`src/rtl/wdr_pkg.sv`:
```
`timescale 1ns/1ps
// Shared definitions for the watchdog reconfiguration controller.
// Assumes the event code field is four bits wide and sits at the low end of a log entry.
package wdr_pkg;

    localparam int CODE_W = 4;

    typedef enum logic [CODE_W-1:0] {
        EV_NONE     = 4'd0,
        EV_RESET    = 4'd1,
        EV_FALLBACK = 4'd2,
        EV_SWITCH   = 4'd3,
        EV_GROUND   = 4'd4
    } ev_code_t;

endpackage

```
`src/rtl/wdr_watchdog.sv`:
```
`timescale 1ns/1ps
// Feed filter and expiry timer.
// Accepts a feed only when its key equals the expected alternating value.
// Raises a one-cycle timeout after cfg_timeout running cycles without an accepted feed.
// Raises a healthy pulse after cfg_healthy accepted feeds.
// Assumes run is low while the supervised computer is held in reset; all state clears then.
module wdr_watchdog #(
    parameter int               CNT_W = 16,
    parameter int               KEY_W = 8,
    parameter logic [KEY_W-1:0] KEY_A = 'hA5,
    parameter logic [KEY_W-1:0] KEY_B = 'h5A
) (
    input  logic             clk,
    input  logic             rst_n,
    input  logic             run,
    input  logic [CNT_W-1:0] cfg_timeout,
    input  logic [CNT_W-1:0] cfg_healthy,
    input  logic             kick_valid,
    input  logic [KEY_W-1:0] kick_key,
    output logic             timeout,
    output logic             healthy
);

    logic [CNT_W-1:0] cnt_q;
    logic [CNT_W-1:0] feeds_q;
    logic             want_b_q;
    logic             kick_ok;
    logic             expire;

    // Feed acceptance: key must match the value expected next
    assign kick_ok = run && kick_valid && (kick_key == (want_b_q ? KEY_B : KEY_A));

    // Expiry when this cycle is the last one allowed by the timeout
    assign expire  = ({1'b0, cnt_q} + 1'b1) >= {1'b0, cfg_timeout};
    assign timeout = run && !kick_ok && expire;
    assign healthy = kick_ok && (({1'b0, feeds_q} + 1'b1) >= {1'b0, cfg_healthy});

    // Timer, key phase and healthy feed counter
    always_ff @(posedge clk) begin
        if (!rst_n || !run) begin
            cnt_q    <= '0;
            feeds_q  <= '0;
            want_b_q <= 1'b0;
        end else if (kick_ok) begin
            cnt_q    <= '0;
            want_b_q <= ~want_b_q;
            feeds_q  <= healthy ? '0 : feeds_q + 1'b1;
        end else if (expire) begin
            cnt_q    <= '0;
            feeds_q  <= '0;
        end else begin
            cnt_q    <= cnt_q + 1'b1;
        end
    end

endmodule

```
`src/rtl/wdr_policy.sv`:
```
`timescale 1ns/1ps
// Recovery policy: failure counting, boot image choice, switch-over and reset pulse.
// A ground command overrides the automatic decision in the same cycle.
// Assumes RETRY_LIMIT <= SWITCH_LIMIT and RST_CYCLES >= 1.
module wdr_policy
    import wdr_pkg::*;
#(
    parameter int RETRY_LIMIT  = 2,
    parameter int SWITCH_LIMIT = 4,
    parameter int RST_CYCLES   = 8
) (
    input  logic       clk,
    input  logic       rst_n,
    input  logic       timeout,
    input  logic       healthy,
    input  logic       gnd_valid,
    input  logic       gnd_unit,
    input  logic       gnd_img,
    output logic       run,
    output logic       active_unit,
    output logic       boot_img,
    output logic [1:0] pwr_en,
    output logic [1:0] cpu_rst,
    output logic       ev_valid,
    output ev_code_t   ev_code
);

    localparam int           FW    = $clog2(SWITCH_LIMIT + 1);
    localparam int           HW    = $clog2(RST_CYCLES + 1);
    localparam logic [FW:0]  LIM_R = RETRY_LIMIT[FW:0];
    localparam logic [FW:0]  LIM_S = SWITCH_LIMIT[FW:0];
    localparam logic [HW-1:0] HOLD = RST_CYCLES[HW-1:0];

    logic          act_q,  act_d;
    logic          img_q,  img_d;
    logic [FW-1:0] fail_q, fail_d;
    logic [HW-1:0] hold_q, hold_d;
    logic [FW:0]   tries;

    assign tries = {1'b0, fail_q} + 1'b1;

    // Next-state decision with override above expiry above healthy clear
    always_comb begin
        act_d    = act_q;
        img_d    = img_q;
        fail_d   = fail_q;
        hold_d   = (hold_q != '0) ? hold_q - 1'b1 : '0;
        ev_valid = 1'b0;
        ev_code  = EV_NONE;
        if (gnd_valid) begin
            act_d    = gnd_unit;
            img_d    = gnd_img;
            fail_d   = '0;
            hold_d   = HOLD;
            ev_valid = 1'b1;
            ev_code  = EV_GROUND;
        end else if (timeout) begin
            hold_d   = HOLD;
            ev_valid = 1'b1;
            if (tries >= LIM_S) begin
                act_d   = ~act_q;
                img_d   = 1'b0;
                fail_d  = '0;
                ev_code = EV_SWITCH;
            end else if (tries >= LIM_R) begin
                img_d   = 1'b1;
                fail_d  = tries[FW-1:0];
                ev_code = EV_FALLBACK;
            end else begin
                img_d   = 1'b0;
                fail_d  = tries[FW-1:0];
                ev_code = EV_RESET;
            end
        end else if (healthy) begin
            fail_d = '0;
        end
    end

    // Policy state registers
    always_ff @(posedge clk) begin
        if (!rst_n) begin
            act_q  <= 1'b0;
            img_q  <= 1'b0;
            fail_q <= '0;
            hold_q <= '0;
        end else begin
            act_q  <= act_d;
            img_q  <= img_d;
            fail_q <= fail_d;
            hold_q <= hold_d;
        end
    end

    assign run         = (hold_q == '0);
    assign active_unit = act_q;
    assign boot_img    = img_q;

    // Per-unit power and reset outputs
    for (genvar u = 0; u < 2; u++) begin : g_unit
        assign pwr_en[u]  = (act_q == u[0]);
        assign cpu_rst[u] = (act_q == u[0]) && !run;
    end

endmodule

```
`src/rtl/wdr_ctx_log.sv`:
```
`timescale 1ns/1ps
// Circular context memory with a free-running timestamp.
// Hardware events take the write slot over software appends in the same cycle.
// Assumes the array itself is never cleared; only the head pointer and time reset.
module wdr_ctx_log
    import wdr_pkg::*;
#(
    parameter int LOG_AW = 4,
    parameter int TS_W   = 32
) (
    input  logic                   clk,
    input  logic                   rst_n,
    input  logic                   hw_valid,
    input  ev_code_t               hw_code,
    input  logic                   sw_valid,
    input  logic [CODE_W-1:0]      sw_code,
    input  logic [LOG_AW-1:0]      rd_addr,
    output logic [TS_W+CODE_W-1:0] rd_data,
    output logic [LOG_AW-1:0]      head
);

    localparam int DEPTH = 1 << LOG_AW;
    localparam int ENT_W = TS_W + CODE_W;

    logic [ENT_W-1:0]  mem [DEPTH];
    logic [TS_W-1:0]   ts_q;
    logic [LOG_AW-1:0] head_q;
    logic              wr_en;
    logic [CODE_W-1:0] wr_code;

    assign wr_en   = hw_valid || sw_valid;
    assign wr_code = hw_valid ? hw_code : sw_code;

    // Timestamp and write pointer
    always_ff @(posedge clk) begin
        if (!rst_n) begin
            ts_q   <= '0;
            head_q <= '0;
        end else begin
            ts_q <= ts_q + 1'b1;
            if (wr_en) head_q <= head_q + 1'b1;
        end
    end

    // Entry storage, deliberately without reset
    always_ff @(posedge clk) begin
        if (rst_n && wr_en) mem[head_q] <= {ts_q, wr_code};
    end

    assign rd_data = mem[rd_addr];
    assign head    = head_q;

endmodule

```
`src/rtl/wdg_reconfig_ctrl.sv`:
```
`timescale 1ns/1ps
// Top level: watchdog, recovery policy and context log for a redundant computer pair.
// Assumes inputs are synchronous to clk and the override strobe lasts one cycle per command.
module wdg_reconfig_ctrl
    import wdr_pkg::*;
#(
    parameter int               CNT_W        = 16,
    parameter int               KEY_W        = 8,
    parameter logic [KEY_W-1:0] KEY_A        = 'hA5,
    parameter logic [KEY_W-1:0] KEY_B        = 'h5A,
    parameter int               RETRY_LIMIT  = 2,
    parameter int               SWITCH_LIMIT = 4,
    parameter int               RST_CYCLES   = 8,
    parameter int               LOG_AW       = 4,
    parameter int               TS_W         = 32
) (
    input  logic                   clk,
    input  logic                   rst_n,
    input  logic [CNT_W-1:0]       cfg_timeout,
    input  logic [CNT_W-1:0]       cfg_healthy,
    input  logic                   kick_valid,
    input  logic [KEY_W-1:0]       kick_key,
    input  logic                   gnd_valid,
    input  logic                   gnd_unit,
    input  logic                   gnd_img,
    input  logic                   sw_log_valid,
    input  logic [CODE_W-1:0]      sw_log_code,
    input  logic [LOG_AW-1:0]      log_rd_addr,
    output logic [TS_W+CODE_W-1:0] log_rd_data,
    output logic [LOG_AW-1:0]      log_head,
    output logic [1:0]             pwr_en,
    output logic [1:0]             cpu_rst,
    output logic                   active_unit,
    output logic                   boot_img
);

    logic     run;
    logic     wd_timeout;
    logic     wd_healthy;
    logic     ev_valid;
    ev_code_t ev_code;

    wdr_watchdog #(
        .CNT_W (CNT_W),
        .KEY_W (KEY_W),
        .KEY_A (KEY_A),
        .KEY_B (KEY_B)
    ) u_wd (
        .clk         (clk),
        .rst_n       (rst_n),
        .run         (run),
        .cfg_timeout (cfg_timeout),
        .cfg_healthy (cfg_healthy),
        .kick_valid  (kick_valid),
        .kick_key    (kick_key),
        .timeout     (wd_timeout),
        .healthy     (wd_healthy)
    );

    wdr_policy #(
        .RETRY_LIMIT  (RETRY_LIMIT),
        .SWITCH_LIMIT (SWITCH_LIMIT),
        .RST_CYCLES   (RST_CYCLES)
    ) u_pol (
        .clk         (clk),
        .rst_n       (rst_n),
        .timeout     (wd_timeout),
        .healthy     (wd_healthy),
        .gnd_valid   (gnd_valid),
        .gnd_unit    (gnd_unit),
        .gnd_img     (gnd_img),
        .run         (run),
        .active_unit (active_unit),
        .boot_img    (boot_img),
        .pwr_en      (pwr_en),
        .cpu_rst     (cpu_rst),
        .ev_valid    (ev_valid),
        .ev_code     (ev_code)
    );

    wdr_ctx_log #(
        .LOG_AW (LOG_AW),
        .TS_W   (TS_W)
    ) u_log (
        .clk      (clk),
        .rst_n    (rst_n),
        .hw_valid (ev_valid),
        .hw_code  (ev_code),
        .sw_valid (sw_log_valid),
        .sw_code  (sw_log_code),
        .rd_addr  (log_rd_addr),
        .rd_data  (log_rd_data),
        .head     (log_head)
    );

endmodule

```
`config.mk`:
```
export PLATFORM = sky130hd
export DESIGN_NAME = wdg_reconfig_ctrl
export DESIGN_NICKNAME = d
export VERILOG_FILES = /design/src/rtl/wdr_pkg.sv /design/src/rtl/wdr_watchdog.sv /design/src/rtl/wdr_policy.sv /design/src/rtl/wdr_ctx_log.sv /design/src/rtl/wdg_reconfig_ctrl.sv
export SDC_FILE = /design/constraint.sdc
export NUM_CORES = 1
export LEC_CHECK = 0
export BUFFER_PORTS_ARGS = -buffer_cell sky130_fd_sc_hd__buf_2
export CAP_MARGIN = 20
export CELL_PAD_IN_SITES_DETAIL_PLACEMENT = 2
export CELL_PAD_IN_SITES_GLOBAL_PLACEMENT = 2
export CORE_AREA = 8 8 257 259
export CTS_CLUSTER_DIAMETER = 200
export DETAILED_ROUTE_END_ITERATION = 7
export DIE_AREA = 0 0 265 267
export GPL_ROUTABILITY_DRIVEN = 1
export HOLD_SLACK_MARGIN = 0.1
export PLACE_DENSITY = 0.86
export SLEW_MARGIN = 20
export SYNTH_ARGS = -nofsm -noshare
export SYNTH_HDL_FRONTEND = slang
export SYNTH_SLANG_ARGS = --single-unit
```
`constraint.sdc`:
```
create_clock -name clk -period 6.8 [get_ports clk]
set_input_delay 2.04 -clock clk [delete_from_list [all_inputs] [get_ports clk]]
set_output_delay 2.04 -clock clk [all_outputs]
set_load 0.005 [all_outputs]
```
=== Word-level counts from Yosys, hierarchy flattened ===
Memory sizes are Yosys's and may differ from the RTL's.
Cells that the tools add are included.

* Muxes and demuxes: 26
* Equal/unequal tests: 1
* Bitwise gates (word level): 4
* Order comparisons: 4
* Reduce and logical (&&, ||, !) cells: 23
* Add/sub/neg operators: 8

{| class="wikitable"
|+ Operator list
! kind !! number
|-
| 16-bit two-way mux || 3
|-
| 16-bit by 1-bit adder with 17-bit output, second input constant || 2
|-
| 17-bit by 16-bit greater-or-equal comparator with 1-bit output || 2
|-
| 16-bit by 1-bit adder with 16-bit output, second input constant || 2
|-
| 32-bit by 1-bit adder with 32-bit output, second input constant || 1
|-
| 4-bit two-way mux || 7
|-
| 1-bit two-way mux || 11
|-
| 3-bit two-way mux || 3
|-
| 8-bit == test || 1
|-
| 1-bit logical AND || 8
|-
| 8-bit two-way mux || 1
|-
| 2-bit nonzero test || 4
|-
| 3-bit by 1-bit adder with 4-bit output, second input constant || 1
|-
| 4-bit by 1-bit adder with 4-bit output, second input constant || 1
|-
| 4-bit by 2-bit greater-or-equal comparator with 1-bit output, second input constant || 1
|-
| 4-bit by 3-bit greater-or-equal comparator with 1-bit output, second input constant || 1
|-
| 4-bit logical NOT || 1
|-
| 1-bit inverter || 4
|-
| 4-bit nonzero test || 1
|-
| 4-bit OR reduction || 1
|-
| 4-bit by 1-bit subtractor with 4-bit output, second input constant || 1
|-
| 1-bit logical NOT || 3
|-
| 3-bit OR reduction || 1
|-
| 1-bit logical OR || 2
|-
| other kinds (3) || 3
|}

* Flip-flop bits (word level): 78
* Word-level logic and storage cells: 77
* Memories: 1
* Output and inout port bits: 46
* RAM bits: 576

{| class="wikitable"
|+ Memories
! name !! words !! bits a word !! rd ports !! clocked after Yosys merged registers in !! write ports !! RTL line !! RTL
|-
| u_log.mem || 16 || 36 || 1 || 0 || 1 || wdr_ctx_log.sv:25 || <nowiki>logic [ENT_W-1:0] mem [DEPTH];</nowiki>
|}

=== Longest topological paths before layout ===
* Depth after elaboration: 12
* Gate-level depth with buffers: 16
* Gate-level depth less buffers: 14

=== Hierarchy ===
From an unflattened synthesis, not the netlist that was laid out.

* Cells, all modules: 1,483
* Area total of the unflattened synthesis: 26,325.2 um^2

{| class="wikitable"
|+ Modules (own cells, without submodules)
! module !! cells an instance !! area an instance (um^2) !! times used
|-
| wdr_ctx_log || 1,101 || 23,246.0 || 1
|-
| wdr_watchdog || 324 || 2,627.5 || 1
|-
| wdr_policy || 58 || 451.7 || 1
|}

=== Worst setup path after synthesis ===
OpenSTA, ideal clock, no wires.

* Path kind: input to register
* From: input cfg_timeout[6]
* To: memory u_log.mem[0][0] in the netlist's numbering (enable)
* Buffers on the path: 2
* Slack: -0.560 ns
* Required time: 6.281 ns
* Setup time: 0.519 ns
* Data arrival time: 6.841 ns
* Cell stages on the path: 10
* Cells stage by stage: inv_1 > ha_1 > nand4_1 > nor3_1 > o41a_1 > o21ai_2 > and2_1 > buf_2 > buf_6 > nor4_1

* Word-level cells in the longest chain between the ends: 8

{| class="wikitable"
|+ RTL lines
! item !! RTL line !! RTL
|-
| from (decl) || wdg_reconfig_ctrl.sv:19 || <nowiki>input logic [CNT_W-1:0] cfg_timeout,</nowiki>
|-
| 17-bit by 16-bit greater-or-equal comparator with 1-bit output || wdr_watchdog.sv:34 || <nowiki>assign expire = ({1'b0, cnt_q} + 1'b1) >= {1'b0, cfg_timeout};</nowiki>
|-
| 1-bit logical AND || wdr_watchdog.sv:35 || <nowiki>assign timeout = run && !kick_ok && expire;</nowiki>
|-
| 1-bit two-way mux || wdr_policy.sv:57 || <nowiki>end else if (timeout) begin</nowiki>
|-
| 1-bit two-way mux || wdr_policy.sv:50 || <nowiki>if (gnd_valid) begin</nowiki>
|-
| 1-bit logical OR || wdr_ctx_log.sv:31 || <nowiki>assign wr_en = hw_valid || sw_valid;</nowiki>
|-
| 1-bit logical AND || wdr_ctx_log.sv:47 || <nowiki>if (rst_n && wr_en) mem[head_q] <= {ts_q, wr_code};</nowiki>
|-
| 1-bit two-way mux || wdr_ctx_log.sv:47 ||
|-
| 1-bit two-way mux (implied by the code) || wdr_ctx_log.sv:47 ||
|-
| to (decl) || wdr_ctx_log.sv:25 ||
|}

No other way between the ends.

=== Worst setup path in the final report ===
* From: input log_rd_addr[0]
* To: output log_rd_data[34]

* Word-level cells in the longest chain between the ends: 1

{| class="wikitable"
|+ RTL lines
! item !! RTL line !! RTL
|-
| from (decl) || wdg_reconfig_ctrl.sv:28 || <nowiki>input logic [LOG_AW-1:0] log_rd_addr,</nowiki>
|-
| memory read 16 x 36 bit || - ||
|-
| to (decl) || wdg_reconfig_ctrl.sv:29 || <nowiki>output logic [TS_W+CODE_W-1:0] log_rd_data,</nowiki>
|}

No other way between the ends.

==> impl_metrics.tcl <==
set metrics [dict create \
    worst_pin_slew_ns 1.06 \
    yosysWarnings 0 \
    cts_hold_repair.buffers 0 \
    hold_class "flip-flop to flip-flop" \
    crit_family "multiplexers" \
    rows 92 \
    vias 13892 \
    syn_nets 1480 \
    drive_gt1_share_pct 29.4 \
    cpPeakStageDelay_ns 0.58 \
    path_class "primary input to output port" \
    cp-startpoint "log_rd_addr[0]" \
    finalPower_mw 8.60 \
    num-nets-final 1624 \
    max_cap_viol_count 0 \
    drv_slew 0 \
    ys.flop_type "edfxtp_1" \
    power_frac_comb_pct 4.7 \
    end_kind "output port" \
    synth_top_area_cell "edfxtp_1" \
    crit_path_max_fanout 36 \
    start_kind "primary input" \
    p_sw_mw 1.84 \
    ys_async_sr_fraction_pct 0 \
    power.internal_mw 6.76 \
    syn-instance-count 1383 \
    clk_pin_slew_ns 0.06 \
    avgSynthCellArea_um2 19.0 \
    fin_crit_sh_pct 89.4 \
    synth_top_cells_by_count "576 x edfxtp_1, 180 x mux4_2, 78 x dfxtp_1" \
    synth_edf_count 576 \
    hold_viol_final 0 \
    die_area_um2 70800 \
    skew_ns 0.0238 \
    yosys.cell_types.count 62 \
    synth_area_um2 26300 \
    antenna_found_initial 2 \
    synth.top_cell.area_share_pct 65.7 \
    vias_per_cell 5.84 \
    die_h_um 267 \
    nFillCells 5635 \
    grt_pass1_wl_um 108000 \
    cts_tree "yes" \
    switching_share_pct 21.4 \
    rsz0062_at_grt "false" \
    p_per_area_nw_per_um2 284 \
    cts_root_buf "clkbuf_16" \
    cts_resized 0 \
    drc 0 \
    r2r-start "u_wd.cnt_q[2]" \
    critical_path_required_ns 4.76 \
    path_common_cell "mux4_2" \
    grt-ovfl-total 0 \
    chipWidth_um 265 \
    dp_hpwl_um 41400 \
    finalSetupViolations 0 \
    yosysMostFrequentCell "edfxtp_1" \
    routed_wl_um 73900 \
    fin_crit_ns 6.08 \
    detail-route-antenna-nets 0 \
    grt.total_usage_pct 20.9 \
    pwr-share-seq_pct 51.2 \
    ys_seq_elements 654 \
    path_cells "buf_8 -> buf_12 -> mux4_2 -> mux4_2 -> buf_2" \
    hold_start "u_pol.hold_q[0]" \
    crit_buf_inv 3 \
    core_um2 62200 \
    grt_max_degree 46 \
    cts_inserted_buffers 70 \
    leakagePower_nw 10.2 \
    start_util_pct 42.4 \
    holdWs_ns 0.478 \
    clockBufferDepth 3 \
    yosysSeqAreaShare_pct 71.6 \
    cts_setup_buffers 0 \
    pwr-share-clk_pct 44.1 \
    clk_latency_ns 0.60 \
    diodes 0 \
    synthTopCellsByArea "edfxtp_1 66%, mux4_2 15%, dfxtp_1 5.9%" \
    portBuffers 100 \
    ir_worst_vdd_v 0.000159 \
    routabilityCongestion 0.740 \
    cts_sinks 654 \
    fmax_mhz 164 \
    slew_headroom_pct 29.5 \
    drtPass1Iterations 7 \
    clock_tree.htree_level_count 3 \
    critPathArrivalTime_ns 4.04 \
    worst_path_max_delay_cell "mux4_2" \
    grt_pass1_vias 15758 \
    outcome "finished, final reports clean" \
    num_io_pins 101 \
    drtIter0Drc 1006 \
    area_delta_synth_final_pct 14.8 \
    wl_per_cell_um 31.1 \
]
[cells in the final DEF, fill, tap and decap left out, types with 9 or more instances in the layout]
cell type,n
a21oi_1,21
and2_1,10
and3_1,14
buf_2,98
buf_4,21
clkbuf_1,16
clkbuf_16,72
clkinv_2,13
dfxtp_1,78
edfxtp_1,576
ha_1,42
inv_1,53
mux4_2,180
nand2_1,39
nand3_1,24
nand4_1,19
nor2_1,66
nor2b_1,9
nor3_1,11
nor3_2,14
o21ai_0,21
o21ai_2,9
or3_1,10
xnor2_1,24
xor2_1,23
[power by group through the flow]
stage	Combinational, mW	Sequential [mW]	Clock, mW
after floorplan	0.256	4.47	0
after global placement	0.391	4.48	0
after detailed placement	0.409	4.49	0
after CTS	0.412	4.40	3.88
after global routing	0.435	4.40	4.00
final	0.401	4.40	3.79
[registers in the layout, indices dropped and copies added, names as in the netlist]
register	cells
u_log.mem	576
u_log.ts_q	32
u_wd.cnt_q	16
u_wd.feeds_q	16
u_log.head	4
u_pol.hold_q	4
u_pol.fail_q	3
u_pol.active_unit	1
u_pol.boot_img	1
u_wd.want_b_q	1
[cells by family after synthesis]
kind of cell / after synthesis / synth area share (%)
flip-flops: 654 / 71.6
XOR/XNOR: 47 / 1.56
AND/OR/NAND/NOR: 262 / 5.44
AO/OA/AOI/OAI: 83 / 2.06
buffers and inverters: 111 / 1.78
adder cells (fa/ha/maj): 42 / 2.00
multiplexers: 184 / 15.5
[metrics by stage]
step | setup TNS, ns | utilization (%) | std cells | worst slack [ns] | area (um2)
after floorplan | -51.02 | - | 1383 | -0.472 | 26300
after global placement | 0 | 45.0 | 2254 | 0.789 | 28000
after detailed placement | 0 | 45.0 | 2254 | 0.726 | 28000
after CTS | 0 | 48.7 | 2379 | 0.719 | 30200
after global routing | 0 | 48.7 | 2379 | 0.608 | 30200
final | 0 | 48.7 | 2379 | 0.720 | 30200
[path summary, 6_finish.rpt]
| check | endpoint | slack, ns | cells past startpoint |
|---|---|---|---|
| worst min register to register | u_pol.hold_q[0] | 0.48 | 1 |
| worst max-delay path | log_rd_data[34] | 0.72 | 5 |
| worst max register to register | u_log.mem[11][20] | 1.96 | 15 |
| worst min-delay path | u_pol.hold_q[0] | 0.48 | 1 |
[area by class of cell]
class                      instances  area [um2]  share of cell area, %
tap                              799        1000                   3.31
timing repair buffer             129         835                   2.76
inverter                          54         203                  0.670
sequential                       654       18900                   62.4
clock inverter                    31         304                   1.01
clock buffer                      94        1940                   6.43
multi-input combinational        618        7100                   23.5
[per-layer routing]
| layer | share of wire, % | routed length (um) | vias to the layer above | track usage, % |
|---|---|---|---|---|
| met5 | 0.030 | 22 | - | 0 |
| met4 | 2.5 | 1870 | 4 | 6.57 |
| met3 | 5.0 | 3720 | 132 | 3.30 |
| met2 | 51 | 38000 | 441 | 37.0 |
| met1 | 41 | 30300 | 7461 | 26.4 |
| li1 | - | - | 5854 | - |
(Power assumes the default switching activity.)
